[src/rtl/bytepack_dma_pkg.sv]
package bytepack_dma_pkg;

  typedef enum logic [2:0] {
    ST_IDLE,
    ST_BYTE,
    ST_MOVE,
    ST_CAPT,
    ST_FIN
  } dma_state_e;

  typedef enum logic {
    DIR_LOAD  = 1'b0,
    DIR_STORE = 1'b1
  } dma_dir_e;

  localparam int WAIT_W = 3;

endpackage

[src/rtl/bytepack_dma_extport.sv]
module bytepack_dma_extport
  import bytepack_dma_pkg::*;
(
  input  logic              clk,
  input  logic              rst_n,
  input  logic              req,
  input  logic              core_req,
  input  logic [WAIT_W-1:0] waits,
  output logic              active,
  output logic              last
);

  logic              acc_q, acc_d;
  logic [WAIT_W-1:0] cnt_q, cnt_d;
  logic              launch;

  assign launch = req && !acc_q && !core_req;
  assign last   = acc_q && (cnt_q == '0);
  assign active = acc_q;

  always_comb begin
    acc_d = acc_q;
    cnt_d = cnt_q;
    if (launch) begin
      acc_d = 1'b1;
      cnt_d = waits;
    end else if (last) begin
      acc_d = 1'b0;
    end else if (acc_q) begin
      cnt_d = cnt_q - 1'b1;
    end
  end

  always_ff @(posedge clk or negedge rst_n) begin
    if (!rst_n) begin
      acc_q <= 1'b0;
      cnt_q <= '0;
    end else begin
      acc_q <= acc_d;
      cnt_q <= cnt_d;
    end
  end

  AST_NO_START_UNDER_CORE: assert property (@(posedge clk) disable iff (!rst_n)
    $rose(acc_q) |-> !$past(core_req));

  AST_STROBE_UNBROKEN: assert property (@(posedge clk) disable iff (!rst_n)
    (acc_q && !last) |=> acc_q);

endmodule

[src/rtl/bytepack_dma_packer.sv]
module bytepack_dma_packer #(
  parameter int BYTE_W = 8,
  parameter int WORD_W = 16
) (
  input  logic              clk,
  input  logic              rst_n,
  input  logic              load_word,
  input  logic              shift_byte,
  input  logic [WORD_W-1:0] word_in,
  input  logic [BYTE_W-1:0] byte_in,
  output logic [WORD_W-1:0] word_out,
  output logic [BYTE_W-1:0] byte_out
);

  logic [WORD_W-1:0] word_q, word_d;

  always_comb begin
    word_d = word_q;
    if (load_word) begin
      word_d = word_in;
    end else if (shift_byte) begin
      word_d = {word_q[WORD_W-BYTE_W-1:0], byte_in};
    end
  end

  always_ff @(posedge clk or negedge rst_n) begin
    if (!rst_n) begin
      word_q <= '0;
    end else if (load_word || shift_byte) begin
      word_q <= word_d;
    end
  end

  assign word_out = word_q;
  assign byte_out = word_q[WORD_W-1 -: BYTE_W];

endmodule

[src/rtl/bytepack_dma_ctrl.sv]
module bytepack_dma_ctrl
  import bytepack_dma_pkg::*;
#(
  parameter int EXT_AW = 14,
  parameter int INT_AW = 10,
  parameter int CNT_W  = 10,
  parameter int OVL_W  = 3,
  parameter int BYTE_W = 8,
  parameter int WORD_W = 16
) (
  input  logic              clk,
  input  logic              rst_n,
  input  logic              start,
  input  logic              cfg_dir,
  input  logic [EXT_AW-1:0] cfg_ext_addr,
  input  logic [INT_AW-1:0] cfg_int_addr,
  input  logic [CNT_W-1:0]  cfg_count,
  input  logic [WAIT_W-1:0] cfg_waits,
  input  logic [OVL_W-1:0]  cfg_ovl,
  input  logic              cfg_ctx_reset,
  input  logic              byte_last,
  output logic              byte_req,
  output logic              dir_store,
  output logic [WAIT_W-1:0] waits,
  output logic              load_word,
  output logic              shift_byte,
  output logic [EXT_AW-1:0] ext_addr,
  output logic [INT_AW-1:0] int_addr,
  output logic [OVL_W-1:0]  int_ovl,
  output logic              int_we,
  output logic              int_re,
  output logic              ctx_mode,
  output logic              core_hold,
  output logic              core_restart,
  output logic              done,
  output logic              err
);

  localparam int LANES  = WORD_W / BYTE_W;
  localparam int LANE_W = (LANES > 1) ? $clog2(LANES) : 1;
  localparam logic [LANE_W-1:0] LANE_LAST = LANE_W'(LANES - 1);

  dma_state_e        state_q, state_d;
  dma_dir_e          dir_q;
  logic              ctx_q;
  logic [WAIT_W-1:0] waits_q;
  logic [OVL_W-1:0]  ovl_q;
  logic [EXT_AW-1:0] eaddr_q, eaddr_d;
  logic [INT_AW-1:0] iaddr_q, iaddr_d;
  logic [CNT_W-1:0]  cnt_q, cnt_d;
  logic [LANE_W-1:0] lane_q, lane_d;
  logic              err_q, err_d;
  logic              ovl_bad, cfg_en;

  assign ovl_bad = (cfg_ovl == OVL_W'(1)) || (cfg_ovl == OVL_W'(2));
  assign cfg_en  = (state_q == ST_IDLE) && start && !ovl_bad;

  always_comb begin
    state_d = state_q;
    eaddr_d = eaddr_q;
    iaddr_d = iaddr_q;
    cnt_d   = cnt_q;
    lane_d  = lane_q;
    err_d   = 1'b0;
    unique case (state_q)
      ST_IDLE: begin
        if (start && ovl_bad) begin
          err_d = 1'b1;
        end else if (start) begin
          eaddr_d = cfg_ext_addr;
          iaddr_d = cfg_int_addr;
          cnt_d   = cfg_count;
          lane_d  = '0;
          if (cfg_count == '0)             state_d = ST_FIN;
          else if (cfg_dir == DIR_STORE)   state_d = ST_MOVE;
          else                             state_d = ST_BYTE;
        end
      end
      ST_BYTE: begin
        if (byte_last) begin
          eaddr_d = eaddr_q + 1'b1;
          if (lane_q == LANE_LAST) begin
            lane_d = '0;
            if (dir_q == DIR_LOAD)   state_d = ST_MOVE;
            else if (cnt_q == '0)    state_d = ST_FIN;
            else                     state_d = ST_MOVE;
          end else begin
            lane_d = lane_q + 1'b1;
          end
        end
      end
      ST_MOVE: begin
        iaddr_d = iaddr_q + 1'b1;
        cnt_d   = cnt_q - 1'b1;
        if (dir_q == DIR_STORE)          state_d = ST_CAPT;
        else if (cnt_q == CNT_W'(1))     state_d = ST_FIN;
        else                             state_d = ST_BYTE;
      end
      ST_CAPT: state_d = ST_BYTE;
      ST_FIN:  state_d = ST_IDLE;
      default: state_d = ST_IDLE;
    endcase
  end

  always_ff @(posedge clk or negedge rst_n) begin
    if (!rst_n) begin
      state_q <= ST_IDLE;
      eaddr_q <= '0;
      iaddr_q <= '0;
      cnt_q   <= '0;
      lane_q  <= '0;
      err_q   <= 1'b0;
    end else begin
      state_q <= state_d;
      eaddr_q <= eaddr_d;
      iaddr_q <= iaddr_d;
      cnt_q   <= cnt_d;
      lane_q  <= lane_d;
      err_q   <= err_d;
    end
  end

  always_ff @(posedge clk or negedge rst_n) begin
    if (!rst_n) begin
      dir_q   <= DIR_LOAD;
      ctx_q   <= 1'b0;
      waits_q <= '0;
      ovl_q   <= '0;
    end else if (cfg_en) begin
      dir_q   <= dma_dir_e'(cfg_dir);
      ctx_q   <= cfg_ctx_reset;
      waits_q <= cfg_waits;
      ovl_q   <= cfg_ovl;
    end
  end

  assign byte_req     = (state_q == ST_BYTE);
  assign dir_store    = (dir_q == DIR_STORE);
  assign waits        = waits_q;
  assign load_word    = (state_q == ST_CAPT);
  assign shift_byte   = (state_q == ST_BYTE) && byte_last;
  assign ext_addr     = eaddr_q;
  assign int_addr     = iaddr_q;
  assign int_ovl      = ovl_q;
  assign int_we       = (state_q == ST_MOVE) && (dir_q == DIR_LOAD);
  assign int_re       = (state_q == ST_MOVE) && (dir_q == DIR_STORE);
  assign ctx_mode     = ctx_q;
  assign core_hold    = ctx_q && (state_q != ST_IDLE) && (state_q != ST_FIN);
  assign done         = (state_q == ST_FIN);
  assign core_restart = done && ctx_q;
  assign err          = err_q;

  AST_DONE_ONE_CYCLE: assert property (@(posedge clk) disable iff (!rst_n)
    done |=> !done);

  AST_RESTART_AT_DONE: assert property (@(posedge clk) disable iff (!rst_n)
    core_restart |-> done);

  AST_ERR_NO_TRANSFER: assert property (@(posedge clk) disable iff (!rst_n)
    err_q |-> (state_q == ST_IDLE));

  AST_MOVE_HAS_WORDS: assert property (@(posedge clk) disable iff (!rst_n)
    (state_q == ST_MOVE) |-> (cnt_q != '0));

endmodule

[src/rtl/bytepack_dma.sv]
module bytepack_dma
  import bytepack_dma_pkg::*;
#(
  parameter int EXT_AW = 14,
  parameter int INT_AW = 10,
  parameter int CNT_W  = 10,
  parameter int OVL_W  = 3,
  parameter int BYTE_W = 8,
  parameter int WORD_W = 16
) (
  input  logic              clk,
  input  logic              rst_n,
  input  logic              start,
  input  logic              cfg_dir,
  input  logic [EXT_AW-1:0] cfg_ext_addr,
  input  logic [INT_AW-1:0] cfg_int_addr,
  input  logic [CNT_W-1:0]  cfg_count,
  input  logic [2:0]        cfg_waits,
  input  logic [OVL_W-1:0]  cfg_ovl,
  input  logic              cfg_ctx_reset,
  input  logic              core_ext_req,
  output logic [EXT_AW-1:0] ext_addr,
  output logic              ext_rd,
  output logic              ext_wr,
  output logic [BYTE_W-1:0] ext_wdata,
  input  logic [BYTE_W-1:0] ext_rdata,
  output logic [INT_AW-1:0] int_addr,
  output logic [OVL_W-1:0]  int_ovl,
  output logic              int_we,
  output logic              int_re,
  output logic [WORD_W-1:0] int_wdata,
  input  logic [WORD_W-1:0] int_rdata,
  output logic              core_hold,
  output logic              core_restart,
  output logic              done,
  output logic              err
);

  logic              byte_req, byte_active, byte_last;
  logic              dir_store, load_word, shift_byte, ctx_mode;
  logic [WAIT_W-1:0] waits;

  bytepack_dma_ctrl #(
    .EXT_AW(EXT_AW), .INT_AW(INT_AW), .CNT_W(CNT_W),
    .OVL_W(OVL_W), .BYTE_W(BYTE_W), .WORD_W(WORD_W)
  ) u_ctrl (
    .clk(clk), .rst_n(rst_n), .start(start),
    .cfg_dir(cfg_dir), .cfg_ext_addr(cfg_ext_addr), .cfg_int_addr(cfg_int_addr),
    .cfg_count(cfg_count), .cfg_waits(cfg_waits), .cfg_ovl(cfg_ovl),
    .cfg_ctx_reset(cfg_ctx_reset), .byte_last(byte_last),
    .byte_req(byte_req), .dir_store(dir_store), .waits(waits),
    .load_word(load_word), .shift_byte(shift_byte),
    .ext_addr(ext_addr), .int_addr(int_addr), .int_ovl(int_ovl),
    .int_we(int_we), .int_re(int_re), .ctx_mode(ctx_mode),
    .core_hold(core_hold), .core_restart(core_restart),
    .done(done), .err(err)
  );

  bytepack_dma_extport u_ext (
    .clk(clk), .rst_n(rst_n), .req(byte_req), .core_req(core_ext_req),
    .waits(waits), .active(byte_active), .last(byte_last)
  );

  bytepack_dma_packer #(.BYTE_W(BYTE_W), .WORD_W(WORD_W)) u_pack (
    .clk(clk), .rst_n(rst_n), .load_word(load_word), .shift_byte(shift_byte),
    .word_in(int_rdata), .byte_in(ext_rdata),
    .word_out(int_wdata), .byte_out(ext_wdata)
  );

  assign ext_rd = byte_active && !dir_store;
  assign ext_wr = byte_active && dir_store;

  AST_HOLD_COVERS_ACCESS: assert property (@(posedge clk) disable iff (!rst_n)
    (ctx_mode && (ext_rd || ext_wr || int_we || int_re)) |-> core_hold);

  AST_ONE_STROBE: assert property (@(posedge clk) disable iff (!rst_n)
    $onehot0({ext_rd, ext_wr, int_we, int_re}));

endmodule

[config.mk]
export PLATFORM = sky130hd
export DESIGN_NAME = bytepack_dma
export DESIGN_NICKNAME = d
export VERILOG_FILES = /design/src/rtl/bytepack_dma_pkg.sv /design/src/rtl/bytepack_dma_extport.sv /design/src/rtl/bytepack_dma_packer.sv /design/src/rtl/bytepack_dma_ctrl.sv /design/src/rtl/bytepack_dma.sv
export SDC_FILE = /design/constraint.sdc
export NUM_CORES = 1
export LEC_CHECK = 0
export BUFFER_PORTS_ARGS = -buffer_cell sky130_fd_sc_hd__buf_2
export CORE_ASPECT_RATIO = 2
export CORE_MARGIN = 2
export CORE_UTILIZATION = 46
export CTS_CLUSTER_SIZE = 8
export DETAILED_ROUTE_END_ITERATION = 10
export MAX_ROUTING_LAYER = met4
export PLACE_DENSITY = 0.77
export REMOVE_ABC_BUFFERS = 1
export SLEW_MARGIN = 5
export SYNTH_ARGS = -nofsm -noshare
export SYNTH_HDL_FRONTEND = slang
export SYNTH_SLANG_ARGS = --single-unit
[constraint.sdc]
create_clock -name clk -period 1.71 [get_ports clk]
set_clock_uncertainty 0.1 [all_clocks]
set_input_delay 0 -clock clk [delete_from_list [all_inputs] [get_ports clk]]
set_output_delay 0 -clock clk [all_outputs]
set_load 0.02 [all_outputs]
# Word-level counts from Yosys, hierarchy flattened
# Index checks and enable logic that the tools add are counted.
word_totals:
  regBits: 67
  output_inout_bits: 59
  input_bits: 70
classes:
  n_addsub: 5
  bitwise_logic: 1
  reduce_logical: 35
  eq_ne: 13
  muxes: 35
ops:
  columns: ["operator", "count"]
  rows:
  - ["$mux W14", 3]
  - ["$mux W10", 4]
  - ["$pmux W10 S2", 2]
  - ["$mux W3", 12]
  - ["$mux W16", 2]
  - ["$pmux W14 S2", 1]
  - ["$logic_not A10 Y1", 2]
  - ["$add A14 B1 Y14 const B", 1]
  - ["$logic_and A1 B1 Y1", 14]
  - ["$pmux W3 S4", 1]
  - ["$add A10 B1 Y10 const B", 1]
  - ["$eq A10 B1 Y1 const B", 1]
  - ["$reduce_bool A2 Y1", 5]
  - ["$sub A10 B1 Y10 const B", 1]
  - ["$eq A3 B2 Y1 const B", 3]
  - ["$mux W1", 8]
  - ["$ne A2 B2 Y1 const B", 4]
  - ["$reduce_and A4 Y1", 2]
  - ["$eq A3 B1 Y1 const B", 2]
  - ["$logic_not A3 Y1", 2]
  - ["$logic_not A1 Y1", 4]
  - ["$reduce_and A2 Y1", 2]
  - ["$eq A3 B3 Y1 const B", 1]
  - ["$ne A3 B3 Y1 const B", 1]
  - ["9 further kinds", 10]

# Logic depth before layout (Yosys ltp)
# Gate-level depths: netlist of the first run.
logic_depth:
  ltp_word: 6
  ltp_mapped: 8
  mapped_depth_nobuf: 7

# Modules after synthesis
# From an unflattened synthesis of the first run, not the netlist that was laid out.
unflattened:
  cells_unflattened: 403
  hier_area_um2: 3664.8
modules_own_cells:
  columns: ["mod", "n_inst", "area_per_inst_um2", "cells_per_inst", "seq_area_each_um2"]
  rows:
  - ["bytepack_dma_ctrl", 1, 2587.5, 299, 1176.1]
  - ["bytepack_dma_packer", 1, 804.5, 77, 400.4]
  - ["bytepack_dma_extport", 1, 256.5, 25, 100.1]
  - ["bytepack_dma", 1, 16.3, 2, 0.0]

# Least setup slack after synthesis of the first run
# Ideal clock, no wire load.
synth_timing:
  path_kind: "register to register"
  startpoint: "register u_ctrl.cnt_q[0]"
  endpoint: "register u_ctrl.cnt_q[6]"
  arrival_time_ns: 1.564
  setup_ns: 0.099
  period_less_slack_ns: 1.763
  required_ns: 1.511
  n_path_buf: 0
  path_stages_with_launch: 8
  path_slack_ns: -0.053
  cell_sequence: "dfrtp_1 > inv_1 > ha_1 > or3b_1 > nor3_1 > nand2b_1 > a21oi_1 > a311oi_1"
synth_between:
  elab_chain_cells: 2
synth_lines:
  columns: ["element", "line", "text"]
  rows:
  - ["start, declared", "bytepack_dma_ctrl.sv:50", "logic [CNT_W-1:0] cnt_q, cnt_d;"]
  - ["start signal, assigned", "bytepack_dma_ctrl.sv:117", "cnt_q <= cnt_d;"]
  - ["$sub A10 B1 Y10", "bytepack_dma_ctrl.sv:94", "cnt_d = cnt_q - 1'b1;"]
  - ["$pmux W10 S2", "bytepack_dma_ctrl.sv:65", "unique case (state_q)"]
# No other way between the ends.
# A chain may end at the register's enable or synchronous reset.

# Worst setup path after layout of the first run
layout_timing:
  startpoint: "register u_ctrl.cnt_q[1]"
  endpoint: "register u_ctrl.cnt_q[7]"
# Same word-level chain as after synthesis.

==> flow_metrics.env, run 1 <==
export IMPL_run_status="finished, violations left"
export IMPL_failed_checks="setup timing"
export IMPL_final_replace_weighted_congestion=0.862
export IMPL_final_max_slew_viol_count=0
export IMPL_crit_start="u_ctrl.cnt_q[1]"
export IMPL_die_x_um=68.4
export IMPL_worstSkewPairLatency_ns=0.34
export IMPL_multi_input_comb_area_um2=2380
export IMPL_final_fill_count=447
export IMPL_path_cells="buf_4 -> buf_4 -> nor2_1 -> nand2_1 -> o31ai_2 -> a21oi_1 -> a311oi_1"
export IMPL_dp_cells=650
export IMPL_synth_edff_count=0
export IMPL_crit_path_most_repeated_cell="buf_4"
export IMPL_synthesis_yosys_warnings=0
export IMPL_post_route_worst_setup_slack_ns=-0.161
export IMPL_hold_class="in -> async"
export IMPL_final_area_um2=6700
export IMPL_layout_area_overhead_vs_synth_pct=75.6
export IMPL_route_met3_wl_um=894
export IMPL_r2r_start="u_ctrl.cnt_q[1]"
export IMPL_finalSetupViolCount=48
export IMPL_antenna_violations_before_repair=0
export IMPL_htree_levels=3
export IMPL_timing_worst_setup_path_type="reg -> reg"
export IMPL_antenna_cells_inserted=0
export IMPL_final_critical_path_time_including_i_o_delays_and_setup_ns=1.87
export IMPL_final_common_cell="buf_2"
export IMPL_postSynthAreaPerCell_um2=9.24
export IMPL_ff2ff_path_depth=7
export IMPL_root_buffer="clkbuf_16"
export IMPL_top_cell_type_s_share_of_synthesized_area_pct=43.9
export IMPL_num_rows=47
export IMPL_timing_critical_path_slowest_stage_cell="dfrtp_1"
export IMPL_synthTopCellsByArea="dfrtp_1 44%, o21ai_0 5.0%, mux2i_1 4.7%, nand2_1 4.7%, a21oi_1 4.3%"
export IMPL_slowest_delay_ns=0.40
export IMPL_detail_route_first_pass_iterations=5
export IMPL_grt_util_all_layers_pct=30.5
export IMPL_synth_seq_area_share_pct=43.9
export IMPL_synth_top_cell_by_area="dfrtp_1"
export IMPL_detail_route_wirelength_um=15900
export IMPL_highest_layer="met4"
export IMPL_critical_path_peak_fanout=3
export IMPL_grt_first_pass_wirelength_um=20600
export IMPL_antenna_violating_nets_post_route=0
export IMPL_cts_tree="built"
export IMPL_route_met2_wl_um=8780
export IMPL_worst_slew_pin_transition_ns=0.528
export IMPL_power_per_cell_area_nw_per_um2=1830
export IMPL_layout_cells_non_filler=768
export IMPL_initialDrtViolationCount=364
export IMPL_die_area_um2=9090
export IMPL_most_common_layout_cells="126 x buf_2, 70 x dlygate4sd3_1, 64 x dfrtp_1"
export IMPL_numClockSinks=67
export IMPL_grt_overflow=0
export IMPL_slew_limit_headroom_pct=64.8
export IMPL_fin_nets=741
export IMPL_detailed_route_wire_length_on_metal_1_um=5390
export IMPL_tritoncts_num_buffers=9
export IMPL_post_syn_instances=413
export IMPL_synth_main_ff_cell="dfrtp_1"
export IMPL_placement_io_buffers=128
export IMPL_number_of_vias_after_detailed_routing=4560
export IMPL_period_share_pct=109
export IMPL_achievable_frequency_mhz=535
export IMPL_post_detailed_placement_cell_area_um2=4750
export IMPL_ys_types=61
export IMPL_power_leakage_nw=3.13
export IMPL_cts_buffer_depth=2
export IMPL_regArea_um2=1680
export IMPL_route_detailed_wl_per_inst_um=20.7
export IMPL_overall_power_of_the_completed_layout_mw=12.3
export IMPL_critPathCaptureType="register"
export IMPL_timing_critical_path_arrival_ns=1.98
export IMPL_die_height_um=133
export IMPL_place_detailed_hpwl_um=7670
export IMPL_grt_start_max_net_pins=49
export IMPL_cp_required_ns=1.81
export IMPL_dr_vias_cell=5.94
export IMPL_clkSlewWorstSetupHoldPaths_ns=0.06
export IMPL_ir_drop_uv=1250
export IMPL_setup_worst_path_start_class="register"
export IMPL_grt_setup_unrepaired="true"
export IMPL_post_route_drc_count=0
export IMPL_max_cap_viol=0
export IMPL_synthesized_area_um2=3820
export IMPL_fp_coreArea_um2=8170
export IMPL_pin_count=129
export IMPL_floorplan_initialDensity_pct=46.7
export IMPL_post_route_cells_drive_above_1_share_pct=47.8
export IMPL_grt_pass1_vias=4616
export IMPL_synth_async_sr_flop_share_pct=100
export IMPL_finalHoldViolations=0
export IMPL_ys_seq_elements=67
==> timing repair <==
action | 4_1_cts | 5_1_grt
pin swaps | 9 | 40
cloned | 2 | 4
hold buffers | 70 | 0
endpoints found under the hold margin | 130 | 0
setup buffers | 11 | 15
gates resized for setup | 29 | 135
endpoints found under the setup margin | 25 | 53
==> critical path: cells and delay by family, from the launching register on <==
kind	cells	cell delay (ns)
AO/OA/AOI/OAI	3	0.61
flip-flops	1	0.40
AND/OR/NAND/NOR	2	0.35
buffers and inverters	2	0.28
==> state kept, by name, indices dropped and copies added (netlist names), 3 cells and up <==
register         cells
u_pack.word_out     16
u_ctrl.ext_addr     14
u_ctrl.cnt_q        10
u_ctrl.int_addr     10
u_ctrl.int_ovl       3
u_ctrl.state_q       3
u_ctrl.waits         3
u_ext.cnt_q          3
==> synthesized netlist by cell type (2+ instances only) <==
| master | n |
|---|---|
| nand2_1 | 48 |
| a21o_1 | 2 |
| nand3_1 | 16 |
| and3_1 | 5 |
| nor3_1 | 6 |
| buf_4 | 10 |
| o21ai_0 | 38 |
| a31oi_1 | 6 |
| clkbuf_1 | 7 |
| o32ai_1 | 2 |
| buf_2 | 7 |
| o21ai_1 | 4 |
| o22ai_1 | 7 |
| a311oi_1 | 6 |
| and2b_1 | 2 |
| a221o_1 | 2 |
| or2_0 | 3 |
| or4_1 | 2 |
| nand4_1 | 8 |
| a21oi_1 | 33 |
| a21oi_2 | 3 |
| inv_1 | 11 |
| and2_1 | 3 |
| a211oi_1 | 3 |
| a2bb2oi_1 | 3 |
| mux2_2 | 9 |
| nor2b_1 | 4 |
| mux2i_1 | 18 |
| nor2_1 | 32 |
| buf_6 | 6 |
| dfrtp_1 | 67 |
| nor3b_1 | 2 |
| nand2b_1 | 4 |
| ha_1 | 6 |
| and4_1 | 2 |
==> through the flow <==
stage               setup TNS [ns]  util, %  setup slack, ns  hold slack [ns]
CTS                         -0.135     73.6          -0.0858           0.0775
global route                 -5.09     82.0           -0.187            0.134
floorplan                   -23.64        -            -1.08           -0.396
finish                       -2.60     82.0           -0.161           0.0764
detailed placement          -0.907     58.2           -0.155           -0.106
global placement            -0.116     58.2          -0.0670           -0.115
==> final timing paths <==
path	end	slack [ns]
hold / removal	u_ext.cnt_q[1]	0.08
hold reg to reg	u_pack.word_out[11]	0.40
max in group asynchronous	u_ctrl.state_q[2]	0.77
setup reg to reg	u_ctrl.cnt_q[7]	-0.16
setup / recovery	u_ctrl.cnt_q[7]	-0.16
min in group clk	u_ctrl.state_q[1]	0.26
==> layout make-up <==
cell class              count  area share, %
clock buffers              16           4.65
flip-flops and latches     67           25.1
inverters                  11          0.616
multi-input cells         305           35.5
repair buffers            271           32.3
well taps                  98           1.83
==> per-layer routing <==
metal  vias up  track usage [%]
met4         0             16.2
met1      2206             29.2
li1       1998                -
met2       270             54.2
met3        86             5.78
met5         -                -
==> kinds of logic (layout without fill, tap and decap cells) <==
logic type	Yosys count	count (layout)	synth area share, %
multiplexers	27	27	7.37
XOR/XNOR	1	1	0.426
flip-flops	67	67	43.9
AO/OA/AOI/OAI	120	120	19.7
AND/OR/NAND/NOR	150	151	20.1
adder cells (fa/ha/maj)	6	6	1.97
buffers and inverters	42	298	6.52
==> report_power, final <==
part	internal (mW)	total [mW]	switching (mW)
Sequential	2.34	3.21	0.870
Combinational	3.23	7.18	3.94
Clock	1.22	1.91	0.689
(Power assumes the default switching activity.)
==> inputs of run 2 (changes only) <==
--- a/config.mk
+++ b/config.mk
@@ -6,7 +6,7 @@
 export NUM_CORES = 1
 export LEC_CHECK = 0
 export BUFFER_PORTS_ARGS = -buffer_cell sky130_fd_sc_hd__buf_2
-export CORE_ASPECT_RATIO = 2
+export CORE_ASPECT_RATIO = 0.8
 export CORE_MARGIN = 2
 export CORE_UTILIZATION = 46
 export CTS_CLUSTER_SIZE = 8
==> run 2 against run 1 <==
- the run still ends with setup timing left
- worst hold slack worse by 0.032 ns
- cell count up 2.3%
- fmax up 0.78%
- highest routed layer unchanged
==> flow_metrics.env, run 2 (synthesis results as in run 1) <==
export IMPL_run_status="finished, violations left"
export IMPL_failed_checks="setup timing"
export IMPL_number_of_vias_after_detailed_routing=4405
export IMPL_regArea_um2=1680
export IMPL_timing_worst_setup_path_type="reg -> reg"
export IMPL_grt_overflow=0
export IMPL_grt_first_pass_wirelength_um=19200
export IMPL_critPathCaptureType="register"
export IMPL_post_route_cells_drive_above_1_share_pct=47.3
export IMPL_slowest_delay_ns=0.46
export IMPL_multi_input_comb_area_um2=2290
export IMPL_clkSlewWorstSetupHoldPaths_ns=0.09
export IMPL_worstSkewPairLatency_ns=0.34
export IMPL_ir_drop_uv=1160
export IMPL_achievable_frequency_mhz=539
export IMPL_grt_util_all_layers_pct=27.6
export IMPL_power_leakage_nw=3.08
export IMPL_post_route_worst_setup_slack_ns=-0.146
export IMPL_hold_class="in -> reg"
export IMPL_final_replace_weighted_congestion=0.866
export IMPL_power_per_cell_area_nw_per_um2=1750
export IMPL_final_fill_count=448
export IMPL_power_sequential_fraction_pct=27.7
export IMPL_final_common_cell="buf_2"
export IMPL_cts_tree="built"
export IMPL_place_detailed_hpwl_um=7340
export IMPL_fp_coreArea_um2=7980
export IMPL_finalSetupViolCount=54
export IMPL_dp_cells=662
export IMPL_post_route_drc_count=0
export IMPL_placement_io_buffers=128
export IMPL_antenna_cells_inserted=0
export IMPL_switching_share_pct=45.6
export IMPL_antenna_violations_before_repair=0
export IMPL_max_cap_viol=0
export IMPL_worst_r2r_setup_slack_ns=-0.15
export IMPL_hold_worst_slack_ns=0.0447
export IMPL_layout_area_overhead_vs_synth_pct=70.8
export IMPL_dr_vias_cell=5.60
export IMPL_timing_critical_path_slowest_stage_cell="dfrtp_2"
export IMPL_grt_setup_unrepaired="true"
export IMPL_hold_depth=2
export IMPL_cts_buffer_depth=2
export IMPL_grt_pass1_vias=3981
export IMPL_final_max_slew_viol_count=0
export IMPL_slew_limit_headroom_pct=58.9
export IMPL_timing_critical_path_arrival_ns=2.02
export IMPL_numClockSinks=67
export IMPL_detail_route_first_pass_iterations=5
export IMPL_period_share_pct=109
export IMPL_worst_slew_pin_transition_ns=0.617
export IMPL_final_critical_path_time_including_i_o_delays_and_setup_ns=1.86
export IMPL_antenna_violating_nets_post_route=0
export IMPL_critical_path_peak_fanout=6
export IMPL_fin_nets=749
export IMPL_timing_hold_worst_start="cfg_ovl[0]"
export IMPL_ff2ff_path_depth=7
export IMPL_cp_required_ns=1.87
export IMPL_largest_reg_flops=16
export IMPL_most_common_layout_cells="121 x buf_2, 68 x dlygate4sd3_1, 64 x dfrtp_1"
export IMPL_num_rows=29
export IMPL_regToRegEndpoint="u_ctrl.cnt_q[0]"
export IMPL_tritoncts_num_buffers=9
export IMPL_pin_count=129
export IMPL_min_to="u_ctrl.int_ovl[0]"
export IMPL_place_worst_setup_slack_ns=-0.0899
export IMPL_p_int_mw=6.22
export IMPL_r2r_start="u_ctrl.state_q[1]"
export IMPL_finalHoldViolations=0
export IMPL_die_x_um=106
export IMPL_die_height_um=85.5
export IMPL_setup_worst_path_start_class="register"
export IMPL_grt_start_max_net_pins=33
export IMPL_die_area_um2=9050
export IMPL_comb_power_share_pct=60.2
export IMPL_power_net_switching_mw=5.22
export IMPL_path_cells="buf_6 -> nor3_4 -> o211ai_4 -> buf_4 -> nor2_1 -> a31oi_1 -> o21ai_0"
export IMPL_layout_cells_non_filler=786
export IMPL_root_buffer="clkbuf_8"
export IMPL_detail_route_wirelength_um=14100
export IMPL_initialDrtViolationCount=357
export IMPL_htree_levels=3
export IMPL_clock_power_share_pct=12.1
export IMPL_route_detailed_wl_per_inst_um=18.0
export IMPL_floorplan_initialDensity_pct=47.8
==> run 2: layout make-up <==
| class | instances | share of cell area, % |
|---|---|---|
| multi-input cells | 306 | 35.1 |
| repair buffers | 278 | 33.4 |
| flip-flops and latches | 67 | 25.8 |
| well taps | 108 | 2.07 |
| clock buffers | 9 | 1.90 |
| clock inverters | 7 | 1.17 |
| inverters | 11 | 0.633 |
==> run 2: how the worst max path moves through the flow <==
| stage | start | endpoint | depth (start not counted) |
|---|---|---|---|
| after floorplan | u_ext.cnt_q[0] | u_pack.word_out[0] | 5 |
| after global placement | u_ctrl.cnt_q[1] | u_ctrl.cnt_q[6] | 7 |
| after detailed placement | u_ctrl.cnt_q[1] | u_ctrl.cnt_q[6] | 7 |
| after CTS | u_ctrl.cnt_q[1] | u_ctrl.cnt_q[6] | 7 |
| after global routing | u_ctrl.cnt_q[1] | u_ctrl.state_q[2] | 7 |
| final | u_ctrl.state_q[1] | u_ctrl.cnt_q[0] | 7 |
==> run 2: worst max-delay path: cells and delay by family (launching register included) <==
| family | cells | cell delay, ns |
|---|---|---|
| compound gates | 3 | 0.40 |
| buf+inv | 2 | 0.37 |
| flops | 1 | 0.46 |
| simple gates | 2 | 0.44 |
==> run 2: metal layers <==
metal  up-vias  GRT usage (%)  share of wire [%]
met4         0           9.81                3.0
li1       2009              -                  -
met5         -              -                  0
met1      2115           34.0                 41
met2       232           46.7                 50
met3        49           4.07                6.2
==> run 2: what timing repair did <==
item,CTS,global route
setup buffers,19,17
gates cloned,1,7
gates resized for setup,25,120
hold endpoints to repair,130,0
setup endpoints to repair,25,58
hold buffers,70,0
pin swaps,7,43
==> run 2: power groups by stage <==
stage	Combinational (mW)	Sequential, mW	Clock (mW)
CTS	5.52	3.01	1.38
finish	6.89	3.17	1.38
floorplan	2.22	3.71	0
detailed placement	4.93	3.03	0
global route	7.34	3.26	1.46
global placement	4.79	2.99	0
==> run 2: stage by stage <==
| stage | util (%) | total power [mW] | cell area [um2] | setup TNS [ns] |
|---|---|---|---|---|
| 4_1_cts | 74.4 | 9.91 | 5940 | -0.0626 |
| 5_1_grt | 81.7 | 12.1 | 6520 | -6.44 |
| 2_1_floorplan | - | 5.92 | 3610 | -23.64 |
| 3_5_place_dp | 59.9 | 7.96 | 4780 | -0.824 |
| 3_3_place_gp | 59.9 | 7.77 | 4780 | -0.0355 |
| 6_report | 81.7 | 11.4 | 6520 | -2.98 |
